<file path="config.mk">
export PLATFORM = sky130hd
export DESIGN_NAME = tx_mod_source
export DESIGN_NICKNAME = d
export VERILOG_FILES = /design/src/rtl/txModPkg.sv /design/src/rtl/tx_mod_ctrl.sv /design/src/rtl/tx_mod_dp.sv /design/src/rtl/tx_mod_source.sv
export SDC_FILE = /design/constraint.sdc
export NUM_CORES = 1
export LEC_CHECK = 0
export ABC_AREA = 0
export BUFFER_PORTS_ARGS = -buffer_cell sky130_fd_sc_hd__buf_2
export CAP_MARGIN = 20
export CORE_ASPECT_RATIO = 1.1
export CORE_MARGIN = 2
export CORE_UTILIZATION = 45
export CTS_BUF_LIST = sky130_fd_sc_hd__clkbuf_8 sky130_fd_sc_hd__clkbuf_16
export DETAILED_ROUTE_END_ITERATION = 6
export PLACE_DENSITY = 0.71
export SYNTH_ARGS = -nofsm -noshare
export SYNTH_HDL_FRONTEND = slang
export SYNTH_SLANG_ARGS = --single-unit
</file>
<file path="constraint.sdc">
create_clock -name clk -period 2.2 [get_ports clk]
set_clock_uncertainty 0.15 [all_clocks]
set_input_delay 0 -clock clk [delete_from_list [all_inputs] [get_ports clk]]
set_output_delay 0 -clock clk [all_outputs]
set_load 0.005 [all_outputs]
</file>
<file path="src/rtl/txModPkg.sv">
`timescale 1ns/1ps
package txModPkg;

  typedef enum logic [1:0] {
    SRC_GPIO = 2'b00,
    SRC_SDI  = 2'b01,
    SRC_FIFO = 2'b10,
    SRC_PN9  = 2'b11
  } srcSel_e;

  typedef enum logic [1:0] {
    CLK_NONE = 2'b00,
    CLK_GPIO = 2'b01,
    CLK_SDO  = 2'b10,
    CLK_IRQ  = 2'b11
  } clkSel_e;

  typedef enum logic [1:0] {
    ST_IDLE = 2'd0,
    ST_TUNE = 2'd1,
    ST_TX   = 2'd2
  } opState_e;

  // Control register image, MSB first
  typedef struct packed {
    clkSel_e    clkSel;
    srcSel_e    srcSel;
    logic       invEn;
    logic       devMsb;
    logic [1:0] modType;
  } cfgReg_t;

  // Strobes from control to datapath
  typedef struct packed {
    logic active;      // transmit on
    logic fifoLoaded;  // shift register holds a live byte
    logic loadByte;    // capture FIFO head
    logic shiftBit;    // advance within byte
    logic pnStep;      // advance PN9
    logic pnReseed;    // force PN9 seed
  } ctrlStrb_t;

endpackage

</file>
<file path="src/rtl/tx_mod_ctrl.sv">
`timescale 1ns/1ps
module tx_mod_ctrl
  import txModPkg::*;
#(
  parameter int         BYTE_W  = 8,
  parameter logic [7:0] CFG_RST = 8'h23
) (
  input  logic       clk,
  input  logic       rstN,
  input  logic       cfgWrEn,
  input  logic [7:0] cfgWrData,
  input  logic       opWrEn,
  input  logic       opWrTxOn,
  input  logic       opWrPllOn,
  input  logic       bitStrobe,
  input  logic       fifoEmpty,
  output cfgReg_t    cfg,
  output logic       txOn,
  output logic       pllOn,
  output opState_e   opState,
  output logic       fifoRdEn,
  output logic       pktSent,
  output ctrlStrb_t  strb
);

  localparam int              CNT_W    = (BYTE_W > 1) ? $clog2(BYTE_W) : 1;
  localparam logic [CNT_W-1:0] LAST_BIT = CNT_W'(BYTE_W - 1);

  logic             loaded;
  logic [CNT_W-1:0] bitCnt;
  logic             fifoRun;
  logic             lastBit;
  logic             pktDone;
  logic             shiftBit;

  always_ff @(posedge clk or negedge rstN) begin
    if (!rstN)        cfg <= cfgReg_t'(CFG_RST);
    else if (cfgWrEn) cfg <= cfgReg_t'(cfgWrData);
  end

  assign fifoRun  = txOn && (cfg.srcSel == SRC_FIFO);
  assign lastBit  = fifoRun && loaded && bitStrobe && (bitCnt == LAST_BIT);
  assign pktDone  = lastBit && fifoEmpty;
  assign shiftBit = fifoRun && loaded && bitStrobe && (bitCnt != LAST_BIT);
  assign fifoRdEn = fifoRun && !fifoEmpty && (!loaded || lastBit);

  always_ff @(posedge clk or negedge rstN) begin
    if (!rstN) begin
      loaded <= 1'b0;
      bitCnt <= '0;
    end else if (!fifoRun) begin
      loaded <= 1'b0;
      bitCnt <= '0;
    end else if (fifoRdEn) begin
      loaded <= 1'b1;
      bitCnt <= '0;
    end else if (pktDone) begin
      loaded <= 1'b0;
    end else if (shiftBit) begin
      bitCnt <= bitCnt + 1'b1;
    end
  end

  // packet completion has priority over a coincident mode write
  always_ff @(posedge clk or negedge rstN) begin
    if (!rstN) begin
      txOn    <= 1'b0;
      pllOn   <= 1'b0;
      pktSent <= 1'b0;
    end else begin
      pktSent <= pktDone;
      if (pktDone)     txOn <= 1'b0;
      else if (opWrEn) txOn <= opWrTxOn;
      if (opWrEn)      pllOn <= opWrPllOn;
    end
  end

  always_comb begin
    if (txOn)       opState = ST_TX;
    else if (pllOn) opState = ST_TUNE;
    else            opState = ST_IDLE;
  end

  always_comb begin
    strb.active     = txOn;
    strb.fifoLoaded = loaded;
    strb.loadByte   = fifoRdEn;
    strb.shiftBit   = shiftBit;
    strb.pnStep     = txOn && (cfg.srcSel == SRC_PN9) && bitStrobe;
    strb.pnReseed   = !(txOn && (cfg.srcSel == SRC_PN9));
  end


  fifo_rd_guard_chk: assert property (@(posedge clk) disable iff (!rstN)
    fifoRdEn |-> !fifoEmpty);


  pkt_pulse_chk: assert property (@(posedge clk) disable iff (!rstN)
    pktSent |=> !pktSent);


  pkt_txoff_chk: assert property (@(posedge clk) disable iff (!rstN)
    pktSent |-> !txOn);

endmodule

</file>
<file path="src/rtl/tx_mod_dp.sv">
`timescale 1ns/1ps
module tx_mod_dp
  import txModPkg::*;
#(
  parameter int BYTE_W = 8,
  parameter int PN_W   = 9,
  parameter int PN_TAP = 5
) (
  input  logic              clk,
  input  logic              rstN,
  input  srcSel_e           srcSel,
  input  clkSel_e           clkSel,
  input  logic              invEn,
  input  ctrlStrb_t         strb,
  input  logic              bitStrobe,
  input  logic [BYTE_W-1:0] fifoRdData,
  input  logic              gpioDataIn,
  input  logic              sdiPin,
  input  logic              csN,
  output logic              txData,
  output logic              clkGpio,
  output logic              clkSdo,
  output logic              clkIrq
);

  localparam logic [PN_W-1:0] PN_SEED = '1;
  localparam int              N_CLK   = 3;

  logic [BYTE_W-1:0] shReg;
  logic [PN_W-1:0]   lfsr;
  logic              rawBit;
  logic              srcOk;
  logic [N_CLK-1:0]  clkVec;

  always_ff @(posedge clk or negedge rstN) begin
    if (!rstN)              shReg <= '0;
    else if (strb.loadByte) shReg <= fifoRdData;
    else if (strb.shiftBit) shReg <= {shReg[BYTE_W-2:0], 1'b0};
  end

  always_ff @(posedge clk or negedge rstN) begin
    if (!rstN)              lfsr <= PN_SEED;
    else if (strb.pnReseed) lfsr <= PN_SEED;
    else if (strb.pnStep)   lfsr <= {lfsr[PN_W-2:0], lfsr[PN_W-1] ^ lfsr[PN_TAP-1]};
  end

  always_comb begin
    unique case (srcSel)
      SRC_GPIO: begin rawBit = gpioDataIn;       srcOk = 1'b1;            end
      SRC_SDI:  begin rawBit = sdiPin;           srcOk = csN;             end
      SRC_FIFO: begin rawBit = shReg[BYTE_W-1];  srcOk = strb.fifoLoaded; end
      default:  begin rawBit = lfsr[PN_W-1];     srcOk = 1'b1;            end
    endcase
  end

  assign txData = strb.active && srcOk && (rawBit ^ invEn);

  // one pulse output per selectable pin; code g maps to clkVec[g-1]
  for (genvar g = 1; g <= N_CLK; g++) begin : gClkPin
    localparam logic [1:0] CODE = 2'(g);
    localparam bit         NEEDS_CS = (CODE == CLK_SDO);
    assign clkVec[g-1] = strb.active && bitStrobe && (clkSel == clkSel_e'(CODE))
                         && (!NEEDS_CS || csN);
  end

  assign clkGpio = clkVec[0];
  assign clkSdo  = clkVec[1];
  assign clkIrq  = clkVec[2];


  clk_onehot_chk: assert property (@(posedge clk) disable iff (!rstN)
    $onehot0({clkGpio, clkSdo, clkIrq}));


  sdo_block_chk: assert property (@(posedge clk) disable iff (!rstN)
    !csN |-> !clkSdo);


  sdi_block_chk: assert property (@(posedge clk) disable iff (!rstN)
    (srcSel == SRC_SDI && !csN) |-> !txData);


  pn_nonzero_chk: assert property (@(posedge clk) disable iff (!rstN)
    lfsr != '0);


  idle_quiet_chk: assert property (@(posedge clk) disable iff (!rstN)
    !strb.active |-> (!txData && !clkGpio && !clkSdo && !clkIrq));

endmodule

</file>
<file path="src/rtl/tx_mod_source.sv">
`timescale 1ns/1ps
module tx_mod_source
  import txModPkg::*;
#(
  parameter int BYTE_W = 8
) (
  input  logic              clk,
  input  logic              rstN,
  input  logic              cfgWrEn,
  input  logic [7:0]        cfgWrData,
  output logic [7:0]        cfgRdData,
  output logic              devMsb,
  output logic [1:0]        modType,
  input  logic              opWrEn,
  input  logic              opWrTxOn,
  input  logic              opWrPllOn,
  output logic              txOn,
  output logic              pllOn,
  output logic [1:0]        opState,
  input  logic              bitStrobe,
  input  logic              fifoEmpty,
  input  logic [BYTE_W-1:0] fifoRdData,
  output logic              fifoRdEn,
  output logic              pktSent,
  input  logic              gpioDataIn,
  input  logic              sdiPin,
  input  logic              csN,
  output logic              txData,
  output logic              clkGpio,
  output logic              clkSdo,
  output logic              clkIrq
);

  cfgReg_t   cfg;
  ctrlStrb_t strb;
  opState_e  stateQ;

  tx_mod_ctrl #(.BYTE_W(BYTE_W)) uCtrl (
    .clk       (clk),
    .rstN      (rstN),
    .cfgWrEn   (cfgWrEn),
    .cfgWrData (cfgWrData),
    .opWrEn    (opWrEn),
    .opWrTxOn  (opWrTxOn),
    .opWrPllOn (opWrPllOn),
    .bitStrobe (bitStrobe),
    .fifoEmpty (fifoEmpty),
    .cfg       (cfg),
    .txOn      (txOn),
    .pllOn     (pllOn),
    .opState   (stateQ),
    .fifoRdEn  (fifoRdEn),
    .pktSent   (pktSent),
    .strb      (strb)
  );

  tx_mod_dp #(.BYTE_W(BYTE_W)) uDp (
    .clk        (clk),
    .rstN       (rstN),
    .srcSel     (cfg.srcSel),
    .clkSel     (cfg.clkSel),
    .invEn      (cfg.invEn),
    .strb       (strb),
    .bitStrobe  (bitStrobe),
    .fifoRdData (fifoRdData),
    .gpioDataIn (gpioDataIn),
    .sdiPin     (sdiPin),
    .csN        (csN),
    .txData     (txData),
    .clkGpio    (clkGpio),
    .clkSdo     (clkSdo),
    .clkIrq     (clkIrq)
  );

  assign cfgRdData = cfg;
  assign devMsb    = cfg.devMsb;
  assign modType   = cfg.modType;
  assign opState   = stateQ;

endmodule

</file>
-- After elaboration in Yosys (flattened, before gate mapping)
Cells that the tools add are included.
- add/subtract/negate cells: 1
- eq/ne operators: 12
- mux-type cells: 17
- bitwise logic cells: 2
- reduce and logical (&&, ||, !) cells: 24
- operator list (kind ; count):
    $mux 9 ; 2
    $logic_and 1x1->1 ; 17
    $mux 8 ; 2
    $mux 3 ; 4
    $ne 3x3->1 const B ; 4
    $eq 2x2->1 const B ; 4
    $mux 1 ; 6
    $eq 2x1->1 const B ; 2
    $reduce_bool 2->1 ; 2
    $add 3x1->3 const B ; 1
    $eq 3x3->1 const B ; 1
    $pmux 1 s3 ; 1
    $logic_not 1->1 ; 2
    $logic_not 2->1 ; 1
    $mux 2 ; 1
    $ne 2x2->1 const B ; 1
    $pmux 1 s2 ; 1
    $reduce_and 2->1 ; 1
    $xor 1x1->1 ; 2
    $logic_or 1x1->1 ; 1
- register bits after elaboration: 32
- input port bits: 27
- output and inout port bits: 21
- word-level logic and storage cells: 68

-- Longest topological paths before layout
Gate-level depths: netlist (run 1).
- word-level depth: 9
- mapped depth: 6
- depth with buffers taken out: 5

-- Cells and area by module
From an unflattened synthesis (run 1), not the netlist that was laid out.
- cell total of the unflattened synthesis: 144
- area, all modules: 1605.3 um2
- modules (own cells, without submodules) (module ; times used ; cells an instance ; area each (um2) ; seq. area each (um2)):
    tx_mod_dp ; 1 ; 87 ; 885.8 ; 436.7
    tx_mod_ctrl ; 1 ; 54 ; 696.9 ; 379.1
    tx_mod_source ; 1 ; 3 ; 22.5 ; 0.0

-- Worst setup path before layout (run 1)
Ideal clock, no wire load.
- kind: reg2reg
- start point: register uCtrl.bitCnt[0]
- end point: register uDp.shReg[7]
- setup time: 0.126 ns
- arrival time: 1.584 ns
- slack: 0.340 ns
- stages on the path, launching flop included: 6
- path through: dfrtp_1 -> ha_1 -> ha_1 -> nand2b_1 -> a211o_1 -> a221o_1
- longest elaborated chain between the ends: 5
- ends and longest elaborated chain (item ; RTL line ; source):
    from (decl) ; tx_mod_ctrl.sv:30 ; logic [CNT_W-1:0] bitCnt;
    from (signal assigned) ; tx_mod_ctrl.sv:60 ; bitCnt <= bitCnt + 1'b1;
    $eq 3x3->1 ; tx_mod_ctrl.sv:42 ; assign lastBit = fifoRun && loaded && bitStrobe && (bitCnt == LAST_BIT);
    $logic_and 1x1->1 ; tx_mod_ctrl.sv:42 ;
    $logic_or 1x1->1 ; tx_mod_ctrl.sv:45 ; assign fifoRdEn = fifoRun && !fifoEmpty && (!loaded || lastBit);
    $logic_and 1x1->1 ; tx_mod_ctrl.sv:45 ;
    $mux 8 / $reduce_bool 2->1 (equally long branches) ; - ;
    to (signal assigned) ; tx_mod_dp.sv:37 ; else if (strb.loadByte) shReg <= fifoRdData;
    to (signal assigned) ; tx_mod_dp.sv:38 ; else if (strb.shiftBit) shReg <= {shReg[BYTE_W-2:0], 1'b0};
    to (decl) ; tx_mod_dp.sv:29 ; logic [BYTE_W-1:0] shReg;
Several ways; a longest one is shown, not always the timed one.
A chain may end at the register's enable or synchronous reset.

-- Worst setup path in the final report (run 1)
- start point: register uCtrl.cfg[5] (netlist name)
- end point: output txData
- longest elaborated chain between the ends: 4
- ends and longest elaborated chain (item ; RTL line ; source):
    $eq 2x2->1, or another cell as far along ; tx_mod_dp.sv:48 ; unique case (srcSel)
    $pmux 1 s3 / $pmux 1 s2 (equally long branches) ; tx_mod_dp.sv:48 ;
    $xor 1x1->1 / $logic_and 1x1->1 (equally long branches) ; tx_mod_dp.sv:56 ; assign txData = strb.active && srcOk && (rawBit ^ invEn);
    $logic_and 1x1->1 (*) ; tx_mod_dp.sv:56 ;
    to (decl) ; tx_mod_source.sv:28 ; output logic txData,
Every way passes the cells marked *; elsewhere a longest branch is shown, timed or not.

==> results of run 1 <==
[area by class of cell]
| type | instances | area [µm²] | area share (%) |
|---|---|---|---|
| well taps | 48 | 60.1 | 2.63 |
| clock inverters | 1 | 3.75 | 0.164 |
| inverters | 5 | 18.8 | 0.822 |
| clock buffers | 7 | 96.3 | 4.22 |
| multi-input cells | 89 | 689 | 30.2 |
| repair buffers | 84 | 598 | 26.2 |
| flip-flops and latches | 32 | 816 | 35.7 |
[cells by family after synthesis]
kind of cell,Yosys count,synth area share [%]
DFF,32,51.0
adders and majority gates,7,5.48
buffers and inverters,17,5.87
AOI/OAI and AO/OA,24,12.4
xor gates and xnor gates,1,0.548
muxes,17,11.2
and+or+nand+nor,40,13.5
[critical path, cell delays in order (launching register included)]
cell      delay (ns)
dfstp_2         0.54
inv_1           0.07
ha_1            0.19
a222oi_1        0.29
mux2i_1         0.12
mux2_2          0.28
buf_2           0.12
[cells in the final DEF, fill, tap and decap left out, types with 2 or more instances in the layout]
master,count
a21oi_1,2
a221o_1,6
a32o_1,2
and2_1,2
buf_2,47
buf_4,3
clkbuf_8,7
dfrtp_1,20
dfstp_2,12
dlygate4sd3_1,34
ha_1,7
inv_1,6
mux2_2,7
mux2i_1,10
nand2_1,15
nand2b_1,2
nand4_1,2
nor2_1,6
nor2b_1,2
nor3b_1,7
o21a_1,2
o21ai_0,3
[final timing paths]
check	end	slack (ns)	cells past startpoint
setup / recovery	txData	0.15	6
hold / removal	uDp.shReg[6]	0.15	2
setup reg to reg	uDp.shReg[1]	0.25	5
hold reg to reg	uDp.shReg[5]	0.36	1
max in group asynchronous	uCtrl.cfg[6]	1.29	2
min in group clk	clkSdo	0.21	4
[state kept, by name, indices dropped and copies added, names as in the netlist]
| signal | count |
|---|---|
| uCtrl.pktSent | 1 |
| uDp.shReg | 8 |
| uCtrl.loaded | 1 |
| uCtrl.cfg | 8 |
| uCtrl.bitCnt | 3 |
| uDp.lfsr | 9 |
| uCtrl.pllOn | 1 |
| uCtrl.txOn | 1 |
[where the power goes]
part	total (mW)	switching, mW	leakage, nW	internal [mW]
Clock	0.498	0.217	0.0557	0.281
Sequential	0.712	0.0500	0.378	0.662
Combinational	0.287	0.107	0.651	0.180
[through the flow]
stage	utilization [%]	std cells	total power, mW	hold WS (ns)	setup WS, ns
after global routing	68.0	266	1.58	0.229	0.0305
after CTS	67.7	265	1.50	0.154	0.0830
after detailed placement	54.6	223	0.945	-0.0631	0.304
after global placement	54.6	223	0.933	-0.0765	0.337
after floorplan	-	138	0.861	-0.446	0.340
final	68.0	266	1.50	0.146	0.147
[routing by layer]
metal / GRT usage, % / vias to the layer above / wire length, µm
li1: - / 643 / -
met1: 21.4 / 653 / 1500
met2: 37.1 / 32 / 1940
met3: 6.21 / 6 / 154
met4: 7.88 / 0 / 55
met5: 0 / - / 0
[what timing repair did]
item                       CTS  global route
hold endpoints to repair    41             0
setup endpoints to repair    0             1
hold buffers                34             0
buffers inserted             0             1
==> flow_metrics.tcl, run 1 <==
set metrics [dict create \
    outcome "complete, no violations" \
    cts.repair.resized 0 \
    crit_type "flip-flop to primary output" \
    syn-num-nets 172 \
    antenna_found_initial 0 \
    routed-via-count 1334 \
    wl_per_cell_um 13.7 \
    end_kind "primary output" \
    crit_required_ns 2.05 \
    p_leak_nw 1.08 \
    fillCellCount 262 \
    hpwl_um 2370 \
    die_w_um 60.8 \
    syn-cell-area_um2 1600 \
    r2r_start "uCtrl.cfg[5]" \
    synth_top_cell_by_area "dfrtp_1" \
    placedInstanceArea_um2 1830 \
    die_h_um 66.5 \
    final_area_um2 2280 \
    cts.sinks 32 \
    io-pin-count 48 \
    synth.avg_cell_area_um2 11.6 \
    cap_viol_max_count 0 \
    cts.clk_slew.worst_paths_ns 0.07 \
    nets 251 \
    drive_gt1_share_pct 36.2 \
    synth_seq_area_share_pct 51.0 \
    cp.arrival_ns 1.90 \
    hp-class "primary input to async pin" \
    coreArea_um2 3360 \
    die_area_um2 4050 \
    fmax_mhz 487 \
    cts.path.max_buffers 2 \
    setup_viol 0 \
    ys.flop_type "dfrtp_1" \
    tritoncts "yes" \
    synth_top_cell_area_share_pct 31.3 \
    grt_pass1_vias 1398 \
    clkLatencyLatePin_ns 0.29 \
    first_iter_violations 73 \
    drt-vias-per-instance 5.02 \
    globalplace.congestion 0.777 \
    pwr_density_cell_nw_per_um2 656 \
    maxSlewViolCount 0 \
    firstDrtPassIters 4 \
    diodes 0 \
    syn_inst 138 \
    std_cell_rows 22 \
    cp-startpoint "uCtrl.cfg[5]" \
    vdd_ir_drop_max_uv 412 \
    hold_viol_final 0 \
    start_kind "flip-flop" \
    yosysWarnings 0 \
    grt_first_pass_wirelength_um 6010 \
    grt-ovfl-total 0 \
    drc 0 \
    track_usage_pct 20.4 \
    synthTopCellsByCount "dfrtp_1 (20), nand2_1 (15), dfstp_2 (12), mux2i_1 (10)" \
    htreeDepth 2 \
    io_buffer_count 47 \
    grt_max_degree 33 \
    cts_buffers 5 \
    initial_core_util_pct 47.6 \
    tns_ns 0 \
    max_slew_margin_pct 53.2 \
    routed_wl_um 3650 \
    syn2layout_area_growth_pct 42.7 \
    ys_ff_latch 32 \
    yosysMostFrequentCell "dfrtp_1" \
    root_buffer "clkbuf_8" \
    netlist_top_cells_area "dfrtp_1 (31%), dfstp_2 (20%), mux2i_1 (6.3%)" \
    rsz0062_at_grt "no" \
    worstMarginPinSlew_ns 0.701 \
    synth-edff-count 0 \
    synthArstFlopShare_pct 100 \
    ant_nets 0 \
    period_minus_slack_ns 2.05 \
    synth_cell_type_count 36 \
    period_share_pct 93.3 \
    crit_fanout 3 \
]
No activity file was read; power rests on OpenSTA's default activity.
==> run 2: changes to the inputs <==
--- a/config.mk
+++ b/config.mk
@@ -8,12 +8,15 @@
 export ABC_AREA = 0
 export BUFFER_PORTS_ARGS = -buffer_cell sky130_fd_sc_hd__buf_2
 export CAP_MARGIN = 20
+export CELL_PAD_IN_SITES_DETAIL_PLACEMENT = 1
+export CELL_PAD_IN_SITES_GLOBAL_PLACEMENT = 1
 export CORE_ASPECT_RATIO = 1.1
 export CORE_MARGIN = 2
-export CORE_UTILIZATION = 45
+export CORE_UTILIZATION = 39
 export CTS_BUF_LIST = sky130_fd_sc_hd__clkbuf_8 sky130_fd_sc_hd__clkbuf_16
 export DETAILED_ROUTE_END_ITERATION = 6
-export PLACE_DENSITY = 0.71
+export GPL_TIMING_DRIVEN = 0
+export PLACE_DENSITY_LB_ADDON = 0.1
 export SYNTH_ARGS = -nofsm -noshare
 export SYNTH_HDL_FRONTEND = slang
 export SYNTH_SLANG_ARGS = --single-unit
==> flow_metrics.tcl, run 2 (synthesized netlist as in run 1, its figures left out) <==
set metrics [dict create \
    outcome "complete, no violations" \
    initial_core_util_pct 40.3 \
    nets 250 \
    mostFrequentLayoutCells "buf_2 (49), dlygate4sd3_1 (24), dfrtp_1 (19), nand2_1 (15), dfstp_2 (12)" \
    final_common_cell "buf_2" \
    pwr_density_cell_nw_per_um2 648 \
    period_share_pct 95.7 \
    wl_met2_um 2340 \
    routed_wl_um 4070 \
    tritoncts "yes" \
    placedInstanceArea_um2 1890 \
    crit_fanout 5 \
    crit_required_ns 2.05 \
    hpwl_um 2830 \
    period_minus_slack_ns 2.11 \
    coreArea_um2 3960 \
    first_iter_violations 36 \
    worstMarginPinSlew_ns 0.719 \
    firstDrtPassIters 4 \
    io-pin-count 48 \
    cts.sinks 32 \
    htreeDepth 2 \
    setup_viol 0 \
    hold_viol_final 0 \
    grt-ovfl-total 0 \
    cp_num_buf_inv 2 \
    vdd_ir_drop_max_uv 308 \
    grt_first_pass_wirelength_um 6840 \
    wl_met1_um 1550 \
    maxSlewViolCount 0 \
    routed-via-count 1332 \
    instances_no_fill 269 \
    max_stage_delay_ns 0.57 \
    top_regs "uDp.lfsr: 9 flops, uCtrl.cfg: 8 flops, uDp.shReg: 8 flops" \
    dp.cells 236 \
    track_usage_pct 19.5 \
    hp-class "primary input to flip-flop" \
    p_leak_nw 1.07 \
    root_buffer "clkbuf_8" \
    drive_gt1_share_pct 39.2 \
    tns_ns 0 \
    drc 0 \
    wl_per_cell_um 15.1 \
    largest-register "uDp.lfsr" \
    grt_max_degree 33 \
    cap_viol_max_count 0 \
    grt_pass1_vias 1494 \
    met3_length_um 134 \
    cp_slowest_cell "dfstp_2" \
    antenna_found_initial 0 \
    start_kind "flip-flop" \
    worstPathCellList "inv_1 -> ha_1 -> a222oi_1 -> mux2i_1 -> mux2_2 -> buf_2" \
    final_area_um2 2230 \
    io_buffer_count 46 \
    diodes 0 \
    std_cell_rows 24 \
    die_area_um2 4630 \
    end_kind "primary output" \
    crit_type "flip-flop to primary output" \
    fmax_mhz 475 \
    max_slew_margin_pct 52.1 \
    syn2layout_area_growth_pct 39.7 \
    ant_nets 0 \
    globalplace.congestion 0.768 \
    crit_family "flip-flops" \
    drt-vias-per-instance 4.95 \
    cts_buffers 5 \
    cts.path.max_buffers 2 \
    die_w_um 65.1 \
    clkLatencyLatePin_ns 0.28 \
    top_layer "met4" \
    largest_reg_flops 9 \
    cts.clk_slew.worst_paths_ns 0.06 \
    cp.arrival_ns 1.96 \
    die_h_um 71.2 \
]
run 2: layout make-up:
cell class              count  area, µm²
flip-flops and latches     32        817
clock buffers               6       82.6
repair buffers             71        478
well taps                  52       65.1
clock inverters             2       7.51
fillers                   466       1730
inverters                   5       18.8
plain buffers              12       75.1
multi-input cells          89        689
run 2: worst min-delay path: cells and delay by family:
kind / cells / cell delay, ns
buf+inv: 2 / 0.33
simple gates: 1 / 0.11
compound gates: 1 / 0.07
run 2: final timing paths:
path / from / slack, ns / depth (start not counted) / endpoint
worst min-delay path: cfgWrEn / 0.08 / 4 / uCtrl.cfg[5]
max in group asynchronous: rstN / 1.24 / 2 / uCtrl.cfg[4]
worst min register to register: uDp.shReg[0] / 0.35 / 1 / uDp.shReg[0]
worst max register to register: uCtrl.bitCnt[0] / 0.17 / 5 / uDp.shReg[7]
worst max-delay path: uCtrl.cfg[5] / 0.09 / 6 / txData
min in group asynchronous: rstN / 0.16 / 2 / uDp.shReg[6]
run 2: power by group:
part           switching (mW)  internal, mW  leakage, nW
Combinational           0.115         0.177        0.642
Clock                   0.202         0.245       0.0538
Sequential             0.0442         0.663        0.376
run 2: repair_timing:
item | 4_1_cts | 5_1_grt
hold buffers | 24 | 0
setup buffers | 0 | 1
resized for setup | 0 | 1
endpoints found under the hold margin | 42 | 0
setup endpoints to repair | 0 | 1
run 2: metal layers:
| layer | global-route usage [%] | up-vias |
|---|---|---|
| met2 | 36.9 | 27 |
| met1 | 20.9 | 660 |
| met4 | 6.94 | 0 |
| met5 | 0 | - |
| li1 | - | 639 |
| met3 | 4.45 | 6 |
run 2: through the flow:
step                      hold WS, ns  power [mW]  utilization [%]  worst slack, ns
after CTS                      0.0876        1.46             56.1           0.0356
after detailed placement      -0.0604       0.968             47.8            0.179
after global placement        -0.0653       0.954             47.8            0.226
after global routing            0.150        1.53             56.3         -0.00405
final                          0.0804        1.45             56.3           0.0940
after floorplan                -0.446       0.861                -            0.340
